[config.mk]
export PLATFORM = sky130hd
export DESIGN_NAME = hitcount_trigger
export DESIGN_NICKNAME = d
export VERILOG_FILES = /design/src/rtl/hct_pkg.sv /design/src/rtl/hct_stretch.sv /design/src/rtl/hct_window_sum.sv /design/src/rtl/hct_cfg_regs.sv /design/src/rtl/hct_trig_eval.sv /design/src/rtl/hitcount_trigger.sv
export SDC_FILE = /design/constraint.sdc
export NUM_CORES = 1
export LEC_CHECK = 0
export BUFFER_PORTS_ARGS = -buffer_cell sky130_fd_sc_hd__buf_2
export CAP_MARGIN = 5
export CORE_MARGIN = 8
export CORE_UTILIZATION = 62
export DETAILED_ROUTE_END_ITERATION = 10
export PLACE_DENSITY = 0.92
export SLEW_MARGIN = 10
export SYNTH_ARGS = -nofsm -noshare
export SYNTH_HDL_FRONTEND = slang
export SYNTH_HIERARCHICAL = 1
export SYNTH_SLANG_ARGS = --single-unit
[constraint.sdc]
create_clock -name clk -period 7 [get_ports clk]
set_clock_uncertainty 0.2 [all_clocks]
set_input_delay 0.35 -clock clk [delete_from_list [all_inputs] [get_ports clk]]
set_output_delay 0.35 -clock clk [all_outputs]
set_load 0.01 [all_outputs]
[src/rtl/hct_pkg.sv]
package hct_pkg;

    localparam int NTYPES   = 2;
    localparam int TT_SHORT = 0;
    localparam int TT_LONG  = 1;

    typedef logic [NTYPES-1:0] ttype_t;

    typedef enum logic [1:0] {
        CFG_THR_SHORT = 2'd0,
        CFG_THR_LONG  = 2'd1,
        CFG_MASK      = 2'd2,
        CFG_LOCKOUT   = 2'd3
    } cfg_addr_e;

    // strict comparison of a window count against its threshold
    function automatic logic above(input int unsigned count, input int unsigned thr);
        return count > thr;
    endfunction

endpackage

[src/rtl/hct_stretch.sv]
module hct_stretch #(
    parameter int W = 10
) (
    input  logic clk,
    input  logic rst,
    input  logic hit,
    output logic active
);
    localparam int CW = $clog2(W + 1);

    logic [CW-1:0] cnt;

    always_ff @(posedge clk) begin
        if (rst)
            cnt <= '0;
        else if (hit)
            cnt <= CW'(W);
        else if (cnt != '0)
            cnt <= cnt - CW'(1);
    end

    assign active = (cnt != '0);

    p_load_r2: assert property (@(posedge clk) disable iff (rst)
        hit |=> (cnt == CW'(W)));

    p_count_r3: assert property (@(posedge clk) disable iff (rst)
        (!hit && cnt != '0) |=> (cnt == $past(cnt) - CW'(1)));

endmodule

[src/rtl/hct_window_sum.sv]
module hct_window_sum
    import hct_pkg::*;
#(
    parameter int N_CH  = 32,
    parameter int SUM_W = 6
) (
    input  logic                              clk,
    input  logic                              rst,
    input  logic [NTYPES-1:0][N_CH-1:0]       act,
    output logic [NTYPES-1:0][SUM_W-1:0]      sum
);
    logic [NTYPES-1:0][SUM_W-1:0] sum_d;

    always_comb begin
        for (int t = 0; t < NTYPES; t++) begin
            sum_d[t] = '0;
            for (int c = 0; c < N_CH; c++)
                sum_d[t] = sum_d[t] + SUM_W'(act[t][c]);
        end
    end

    always_ff @(posedge clk) begin
        if (rst) sum <= '0;
        else     sum <= sum_d;
    end

    p_bound_short_r4: assert property (@(posedge clk) disable iff (rst)
        32'(sum[TT_SHORT]) <= N_CH);

    p_bound_long_r4: assert property (@(posedge clk) disable iff (rst)
        32'(sum[TT_LONG]) <= N_CH);

endmodule

[src/rtl/hct_cfg_regs.sv]
module hct_cfg_regs
    import hct_pkg::*;
#(
    parameter int DATA_W = 16
) (
    input  logic                              clk,
    input  logic                              rst,
    input  logic                              we,
    input  logic [1:0]                        addr,
    input  logic [DATA_W-1:0]                 wdata,
    output logic [NTYPES-1:0][DATA_W-1:0]     thr,
    output ttype_t                            mask,
    output logic [DATA_W-1:0]                 lockout
);
    logic unused_mask_bits;
    assign unused_mask_bits = ^wdata[DATA_W-1:NTYPES];

    always_ff @(posedge clk) begin
        if (rst) begin
            thr     <= '1;
            mask    <= '0;
            lockout <= '0;
        end else if (we) begin
            unique case (cfg_addr_e'(addr))
                CFG_THR_SHORT: thr[TT_SHORT] <= wdata;
                CFG_THR_LONG:  thr[TT_LONG]  <= wdata;
                CFG_MASK:      mask          <= wdata[NTYPES-1:0];
                CFG_LOCKOUT:   lockout       <= wdata;
                default: ;
            endcase
        end
    end

endmodule

[src/rtl/hct_trig_eval.sv]
module hct_trig_eval
    import hct_pkg::*;
#(
    parameter int SUM_W  = 6,
    parameter int DATA_W = 16,
    parameter int ID_W   = 24
) (
    input  logic                              clk,
    input  logic                              rst,
    input  logic [NTYPES-1:0][SUM_W-1:0]      sum,
    input  logic [NTYPES-1:0][DATA_W-1:0]     thr,
    input  ttype_t                            mask,
    input  logic [DATA_W-1:0]                 lockout,
    output logic                              gtrig,
    output logic [ID_W-1:0]                   id,
    output ttype_t                            ttype
);
    ttype_t            fired;
    logic              issue;
    logic [DATA_W-1:0] lock_cnt;
    logic [ID_W-1:0]   id_next;

    always_comb begin
        for (int t = 0; t < NTYPES; t++)
            fired[t] = above(int'(sum[t]), int'(thr[t])) & mask[t];
    end

    assign issue = (|fired) && (lock_cnt == '0);

    always_ff @(posedge clk) begin
        if (rst) begin
            gtrig    <= 1'b0;
            id       <= '0;
            id_next  <= '0;
            ttype    <= '0;
            lock_cnt <= '0;
        end else begin
            gtrig <= issue;
            if (issue) begin
                id       <= id_next;
                id_next  <= id_next + ID_W'(1);
                ttype    <= fired;
                lock_cnt <= lockout;
            end else if (lock_cnt != '0) begin
                lock_cnt <= lock_cnt - DATA_W'(1);
            end
        end
    end

    p_type_r5: assert property (@(posedge clk) disable iff (rst)
        gtrig |-> (ttype != '0));

    p_mask_r5: assert property (@(posedge clk) disable iff (rst)
        gtrig |-> ((ttype & ~$past(mask)) == '0));

    p_lock_r7: assert property (@(posedge clk) disable iff (rst)
        (gtrig && lock_cnt != '0) |=> !gtrig);

    p_hold_r9: assert property (@(posedge clk) disable iff (rst)
        !gtrig |-> ($stable(id) && $stable(ttype)));

endmodule

[src/rtl/hitcount_trigger.sv]
module hitcount_trigger
    import hct_pkg::*;
#(
    parameter int N_CH    = 32,
    parameter int SHORT_W = 2,
    parameter int LONG_W  = 10,
    parameter int DATA_W  = 16,
    parameter int ID_W    = 24
) (
    input  logic              clk,
    input  logic              rst,
    input  logic [N_CH-1:0]   hit_i,
    input  logic              cfg_we,
    input  logic [1:0]        cfg_addr,
    input  logic [DATA_W-1:0] cfg_wdata,
    output logic              gtrig_o,
    output logic [ID_W-1:0]   gtrig_id_o,
    output logic [1:0]        gtrig_type_o
);
    localparam int SUM_W = $clog2(N_CH + 1);

    logic [NTYPES-1:0][N_CH-1:0]   act;
    logic [NTYPES-1:0][SUM_W-1:0]  sum;
    logic [NTYPES-1:0][DATA_W-1:0] thr;
    ttype_t                        mask;
    logic [DATA_W-1:0]             lockout;
    ttype_t                        ttype;

    for (genvar t = 0; t < NTYPES; t++) begin : g_type
        localparam int WID = (t == TT_SHORT) ? SHORT_W : LONG_W;
        for (genvar c = 0; c < N_CH; c++) begin : g_ch
            hct_stretch #(.W(WID)) u_str (
                .clk    (clk),
                .rst    (rst),
                .hit    (hit_i[c]),
                .active (act[t][c])
            );
        end
    end

    hct_window_sum #(.N_CH(N_CH), .SUM_W(SUM_W)) u_sum (
        .clk (clk),
        .rst (rst),
        .act (act),
        .sum (sum)
    );

    hct_cfg_regs #(.DATA_W(DATA_W)) u_cfg (
        .clk     (clk),
        .rst     (rst),
        .we      (cfg_we),
        .addr    (cfg_addr),
        .wdata   (cfg_wdata),
        .thr     (thr),
        .mask    (mask),
        .lockout (lockout)
    );

    hct_trig_eval #(.SUM_W(SUM_W), .DATA_W(DATA_W), .ID_W(ID_W)) u_eval (
        .clk     (clk),
        .rst     (rst),
        .sum     (sum),
        .thr     (thr),
        .mask    (mask),
        .lockout (lockout),
        .gtrig   (gtrig_o),
        .id      (gtrig_id_o),
        .ttype   (ttype)
    );

    assign gtrig_type_o = ttype;

    p_reset_r1: assert property (@(posedge clk)
        $past(rst) |-> (!gtrig_o && gtrig_id_o == '0 && gtrig_type_o == '0));

endmodule

==> results of run 1 <==
Yosys cell counts, types with 7 or more instances:
| cell type | instances |
|---|---|
| dfxtp_1 | 321 |
| nor2_1 | 168 |
| mux2i_1 | 126 |
| a21oi_1 | 118 |
| inv_1 | 98 |
| nand2_1 | 95 |
| nor4_1 | 69 |
| nor3_1 | 66 |
| fa_1 | 49 |
| o21ai_0 | 43 |
| nor2b_1 | 41 |
| nand2b_1 | 37 |
| or2_1 | 34 |
| ha_1 | 33 |
| nor3_2 | 33 |
| nor2_4 | 32 |
| nor4b_2 | 32 |
| or2_2 | 22 |
| clkbuf_1 | 21 |
| a211oi_1 | 16 |
| nand3_1 | 15 |
| nand4_1 | 10 |
| buf_2 | 8 |
| or3_1 | 7 |
per-stage QoR:
stage                     power, µW  instances
after global placement         4690       1951
after CTS                      6720       2058
after floorplan                4260       1581
final                          6740       2060
after global routing           7190       2060
after detailed placement       4840       1951
kinds of logic after synthesis:
family | Yosys count | synth area share
XOR/XNOR | 9 | 0.00513
adder cells (fa/ha/maj) | 82 | 0.0908
buffers and inverters | 139 | 0.0415
AND/OR/NAND/NOR | 684 | 0.270
AO/OA/AOI/OAI | 216 | 0.0888
multiplexers | 130 | 0.0851
flip-flops | 321 | 0.419
sequential cells by signal, summed over array words and instances, names as in the netlist:
name                   cells
g_type.g_ch.u_str/cnt    192
u_cfg/thr                 32
u_eval/id                 24
u_eval/id_next            24
u_cfg/lockout             16
u_eval/lock_cnt           16
u_sum/sum                 12
u_cfg/mask                 2
u_eval/ttype               2
u_eval/gtrig               1
layer usage:
| layer | part of all wire | routed length, µm |
|---|---|---|
| met1 | 0.40 | 14200 |
| met2 | 0.50 | 17700 |
| met3 | 0.051 | 1800 |
| met4 | 0.049 | 1720 |
| met5 | 0 | 0 |
worst min path at each step:
stage                                          from  cells past startpoint                               to  slack (ns)
floorplan                                  hit_i[0]                      1   g_type[1].g_ch[0].u_str/cnt[2]        0.22
global route                                 cfg_we                      3                    u_cfg/mask[0]        0.11
finish                                       cfg_we                      3                    u_cfg/mask[0]        0.13
detailed placement  g_type[0].g_ch[13].u_str/cnt[0]                      1  g_type[0].g_ch[13].u_str/cnt[0]        0.25
CTS                                          cfg_we                      3                    u_cfg/mask[0]        0.08
global placement                       u_eval/id[6]                      2                     u_eval/id[6]        0.24
report_power, final:
part / switching (µW) / total, µW / internal [µW]
Sequential: 134 / 2120 / 1990
Clock: 724 / 1760 / 1040
Combinational: 1610 / 2860 / 1240
worst min-delay path: cells and delay by family:
| family | cells | cell delay [ns] |
|---|---|---|
| muxes | 1 | 0.08 |
| and+or+nand+nor | 1 | 0.24 |
| buffers and inverters | 1 | 0.12 |
area by class of cell:
type | instances | area (µm²)
diodes | 2 | 5.00
clock inverters | 11 | 88.8
inverters | 98 | 368
multi-input cells | 1121 | 8290
flip-flops and latches | 321 | 6430
repair buffers | 135 | 958
well taps | 324 | 405
fillers | 1543 | 6770
clock buffers | 48 | 1000
layout by cell type (no fill, tap or decap), drive strengths merged, types with 49 or more instances in the layout:
master | synthesis | routed
nor3 | 99 | 99
dfxtp | 321 | 321
nand2 | 96 | 96
nor2 | 200 | 200
nor4 | 70 | 70
mux2i | 126 | 126
fa | 49 | 49
inv | 98 | 99
or2 | 56 | 56
a21oi | 118 | 118
buf | 20 | 87
==> flow_metrics.env, run 1 <==
export IMPL_ctsResizeCount=0
export IMPL_initial_core_util=0.631
export IMPL_fp_row_count=57
export IMPL_clock_fmax_ghz=0.166
export IMPL_netlist_area_um2=15400
export IMPL_crit_family="adder cells"
export IMPL_fin_ws_ns=0.971
export IMPL_critPathLaunchType="flop"
export IMPL_die_h_um=173
export IMPL_min_period_ns=6.03
export IMPL_tns_ns=0
export IMPL_stdcell_area_um2=17500
export IMPL_holdBufCountCts=48
export IMPL_final_nets=1846
export IMPL_irDropWorstVdd_uv=469
export IMPL_ys_warn_count=6
export IMPL_grt_start_max_net_pins=187
export IMPL_drc=0
export IMPL_end_kind="flop"
export IMPL_yosys_area_top_type="dfxtp_1"
export IMPL_htree_levels=2
export IMPL_hold_viol=0
export IMPL_rr_worst_depth=18
export IMPL_dpl_cell_area_um2=16000
export IMPL_grt_pass1_wl_um=58500
export IMPL_grt_overflow=0
export IMPL_hold_ws_ns=0.134
export IMPL_cts_tree="yes"
export IMPL_pre_cts_ws_ns=1.11
export IMPL_yosysSeqAreaShare=0.419
export IMPL_p_per_area_nw_per_um2=384
export IMPL_synthesis_nets=1716
export IMPL_p_leak_uw=0.00727
export IMPL_die_width_um=173
export IMPL_clock_path_buffers=3
export IMPL_dp_hpwl_um=22400
export IMPL_critPathBufInv=4
export IMPL_path_cells="or2_1, inv_1, fa_1, fa_1, inv_1, fa_1, fa_1, fa_1, fa_1, inv_1, fa_1, fa_1, inv_1, ha_1, fa_1, nand3_1, a21oi_1, a31o_1"
export IMPL_gp_congestion=0.828
export IMPL_fin_crit_sh=0.861
export IMPL_yosysUniqueCellTypes=63
export IMPL_met1_usage=0.252
export IMPL_setup_viol=0
export IMPL_syn_avg_cell_area_um2=9.71
export IMPL_grt_busiest_layer="met2"
export IMPL_slowest_stage="fa_1"
export IMPL_status="completed"
export IMPL_wire_per_inst_um=17.2
export IMPL_grt_pass1_vias=12300
export IMPL_synth_area_leaders="dfxtp_1 42%, mux2i_1 8.2%, fa_1 6.4%, nor2_1 4.1%, a21oi_1 3.8%"
export IMPL_drt_initial_drc_count=906
export IMPL_drt_vias_per_instance=5.79
export IMPL_critPathMaxFanout=3
export IMPL_r2r_end="u_sum/sum[4]"
export IMPL_gr_usage_met2=0.410
export IMPL_cp_num_cells=18
export IMPL_maxCapViolCount=0
export IMPL_rsz0062_at_grt="false"
export IMPL_cts_inserted_buffers=34
export IMPL_postLayoutCoreUtil=0.722
export IMPL_clock_root_buffer="clkbuf_16"
export IMPL_clk_latency_ns=0.52
export IMPL_drive_gt1_frac=0.163
export IMPL_synth_edf_count=0
export IMPL_clk_pin_slew_ns=0.06
export IMPL_syn_inst=1581
export IMPL_use_met3=0.0473
export IMPL_cpMostUsedCell="fa_1"
export IMPL_first_pass_iters=5
export IMPL_max_slew_margin=0.247
export IMPL_antenna_found_initial=2
export IMPL_path_class="flop to flop"
export IMPL_cpPeakStageDelay_ns=0.55
export IMPL_wl_um=35400
export IMPL_cp_endpoint="u_sum/sum[4]"
export IMPL_io_buffers=79
export IMPL_async_flop_share=0
export IMPL_rr_startpoint="g_type[0].g_ch[0].u_str/cnt[0]"
export IMPL_die_area_um2=30100
export IMPL_grt_usage=0.231
export IMPL_core_area_um2=24300
export IMPL_worstHoldPathType="input pin to flop"
export IMPL_ff2ff_setup_slack_ns=0.97
export IMPL_cts_sinks=321
export IMPL_detail_route_antenna_nets=0
export IMPL_syn_to_final_growth_pct=14.3
export IMPL_via_count=11900
export IMPL_synthFlopType="dfxtp_1"
export IMPL_required_ns=7.21
export IMPL_tightestPinTransition_ns=1.13
export IMPL_num_io_pins=80
export IMPL_postCtsSetupRepairBufs=0
export IMPL_postSynthRegisterBits=321
export IMPL_crit_start="g_type[0].g_ch[0].u_str/cnt[0]"
export IMPL_drv_slew=0
export IMPL_worst_endpoint_arrival_ns=6.24
export IMPL_synth_top_cell_area_share=0.419
Power figures use the tool's default switching activity.
==> run 2: changes to the inputs <==
--- a/config.mk
+++ b/config.mk
@@ -5,6 +5,7 @@
 export SDC_FILE = /design/constraint.sdc
 export NUM_CORES = 1
 export LEC_CHECK = 0
+export ABC_AREA = 1
 export BUFFER_PORTS_ARGS = -buffer_cell sky130_fd_sc_hd__buf_2
 export CAP_MARGIN = 5
 export CORE_MARGIN = 8
==> run 2 against run 1 <==
- sequential power decreased by 2%
- non-clock buffer count fell by 4
- clock power about the same
- area after synthesis up 2.2%
- fmax grew 2.6%
- final area grew 2.1%
- sequential cell count is the same
- sequential share of layout area fell by 0.74 points
- global-route usage up 1.2 points
==> flow_metrics.env, run 2 <==
export IMPL_clk_latency_ns=0.52
export IMPL_path_class="flop to flop"
export IMPL_tightestPinTransition_ns=1.16
export IMPL_synth_commonest_cells="499 x nand2_1, 404 x inv_1, 341 x nor2_1"
export IMPL_antenna_found_initial=1
export IMPL_async_flop_share=0
export IMPL_syn_to_final_growth_pct=14.1
export IMPL_grt_pass1_vias=14000
export IMPL_n_fill_cell=1758
export IMPL_required_ns=7.19
export IMPL_synth_top_cell_area_share=0.409
export IMPL_fp_row_count=58
export IMPL_wire_per_inst_um=14.0
export IMPL_maxCapViolCount=0
export IMPL_critPathMaxFanout=3
export IMPL_end_kind="flop"
export IMPL_postLayoutCoreUtil=0.715
export IMPL_top_regs="g_type.g_ch.u_str/cnt (192), u_cfg/thr (32)"
export IMPL_core_area_um2=25000
export IMPL_cts_tree="yes"
export IMPL_max_slew_margin=0.228
export IMPL_p_per_area_nw_per_um2=371
export IMPL_clock_fmax_ghz=0.170
export IMPL_largest_reg_flops=192
export IMPL_netlist_area_um2=15700
export IMPL_synth_edf_count=0
export IMPL_yosysSeqAreaShare=0.409
export IMPL_setup_viol=0
export IMPL_rsz0062_at_grt="false"
export IMPL_first_pass_iters=8
export IMPL_synth_area_leaders="dfxtp_1 41%, nand2_1 12%, inv_1 9.7%, nor2_1 8.2%, fa_1 6.3%"
export IMPL_io_buffers=79
export IMPL_grt_usage=0.242
export IMPL_dp_hpwl_um=25100
export IMPL_syn_avg_cell_area_um2=7.07
export IMPL_clock_path_buffers=3
export IMPL_drv_slew=0
export IMPL_synthFlopType="dfxtp_1"
export IMPL_synthesis_nets=2354
export IMPL_detail_route_antenna_nets=0
export IMPL_cts_sinks=321
export IMPL_top_register="g_type.g_ch.u_str/cnt"
export IMPL_pre_cts_ws_ns=1.14
export IMPL_syn_inst=2219
export IMPL_min_period_ns=5.87
export IMPL_cts_inserted_buffers=35
export IMPL_status="completed"
export IMPL_grt_start_max_net_pins=92
export IMPL_layout_common_cells="499 x nand2_1, 404 x inv_1, 341 x nor2_1"
export IMPL_worstHoldPathType="input pin to flop"
export IMPL_die_h_um=175
export IMPL_final_common_cell="nand2_1"
export IMPL_ys_warn_count=6
export IMPL_fin_ws_ns=1.13
export IMPL_htree_levels=2
export IMPL_drc=0
export IMPL_drt_vias_per_instance=5.26
export IMPL_grt_pass1_wl_um=62900
export IMPL_ff_latch_area_um2=6430
export IMPL_dpl_cell_area_um2=16300
export IMPL_clk_pin_slew_ns=0.06
export IMPL_yosysUniqueCellTypes=40
export IMPL_postSynthRegisterBits=321
export IMPL_die_area_um2=30700
export IMPL_initial_core_util=0.627
export IMPL_ctsResizeCount=0
export IMPL_grt_overflow=0
export IMPL_drt_initial_drc_count=1255
export IMPL_irDropWorstVdd_uv=451
export IMPL_yosys_area_top_type="dfxtp_1"
export IMPL_gp_congestion=0.903
export IMPL_critPathLaunchType="flop"
export IMPL_worst_endpoint_arrival_ns=6.06
export IMPL_die_width_um=175
export IMPL_fin_crit_sh=0.839
export IMPL_stdcell_area_um2=17900
export IMPL_via_count=14200
export IMPL_clock_root_buffer="clkbuf_16"
export IMPL_drive_gt1_frac=0.0817
export IMPL_yosysMostFrequentCell="nand2_1"
export IMPL_wl_um=37800
export IMPL_tns_ns=0
export IMPL_multi_input_area_um2=7500
export IMPL_fin_total_pwr_uw=6650
export IMPL_p_leak_uw=0.00882
export IMPL_final_nets=2487
export IMPL_hold_viol=0
export IMPL_num_io_pins=80
==> run 2: layout make-up <==
cell class / instances / area share
clock inverters: 10 / 0.00608
well taps: 330 / 0.0231
flip-flops and latches: 321 / 0.359
diodes: 1 / 0.000140
clock buffers: 49 / 0.0552
multi-input cells: 1448 / 0.419
inverters: 415 / 0.0870
repair buffers: 131 / 0.0509
==> run 2: power breakdown <==
| part | total [µW] | switching, µW | internal, µW |
|---|---|---|---|
| sequential | 2070 | 91.3 | 1980 |
| combinational | 2800 | 1710 | 1090 |
| clock | 1770 | 718 | 1060 |
| total | 6650 | 2520 | 4130 |
==> run 2: worst max-delay path: stages (launching register included) <==
cell and delay (ns):
dfxtp_1 0.32, or2_1 0.23, inv_1 0.07, fa_1 0.44, fa_1 0.51, inv_1 0.05, fa_1 0.46, fa_1 0.51
fa_1 0.43, fa_1 0.49, inv_1 0.05, fa_1 0.45, fa_1 0.49, inv_1 0.04, ha_1 0.20, fa_1 0.41
nand2_1 0.10, nand2_1 0.09, a21oi_1 0.14, nor2_1 0.06
==> run 2: stage by stage <==
step	hold slack, ns	cells
final	0.113	2705
after global routing	0.139	2705
after CTS	0.0977	2704
after detailed placement	0.245	2596
after global placement	0.238	2596
after floorplan	0.217	2219
==> run 2: kinds of logic (layout without fill, tap and decap cells) <==
kind of cell	count (synthesis)	after routing	synth area share
other	0	1	0
AOI/OAI and AO/OA	233	233	0.0753
and+or+nand+nor	1117	1117	0.305
adders and majority gates	82	82	0.0888
DFF	321	321	0.409
buffers and inverters	450	605	0.112
xor gates and xnor gates	16	16	0.00893
==> run 2: layer usage <==
metal | part of all wire | track usage | up-vias
li1 | - | - | 7062
met1 | 0.39 | 0.270 | 6516
met4 | 0.043 | 0.117 | 0
met5 | 0 | 0 | -
met3 | 0.067 | 0.0430 | 141
met2 | 0.50 | 0.440 | 512
==> run 2: path summary, 6_finish.rpt <==
kind,start,endpoint,slack [ns],cells after the start
hold / removal,cfg_addr[1],u_cfg/thr[4],0.11,4
setup / recovery,g_type[0].g_ch[1].u_str/cnt[1],u_sum/sum[4],1.13,19
setup reg to reg,g_type[0].g_ch[1].u_str/cnt[1],u_sum/sum[4],1.13,19
hold reg to reg,u_cfg/thr[20],u_cfg/thr[20],0.26,2
==> run 2: what timing repair did <==
action | in CTS | in global routing
endpoints found under the setup margin | 0 | 0
hold buffers | 49 | 0
buffers inserted | 0 | 0
hold endpoints to repair | 238 | 0
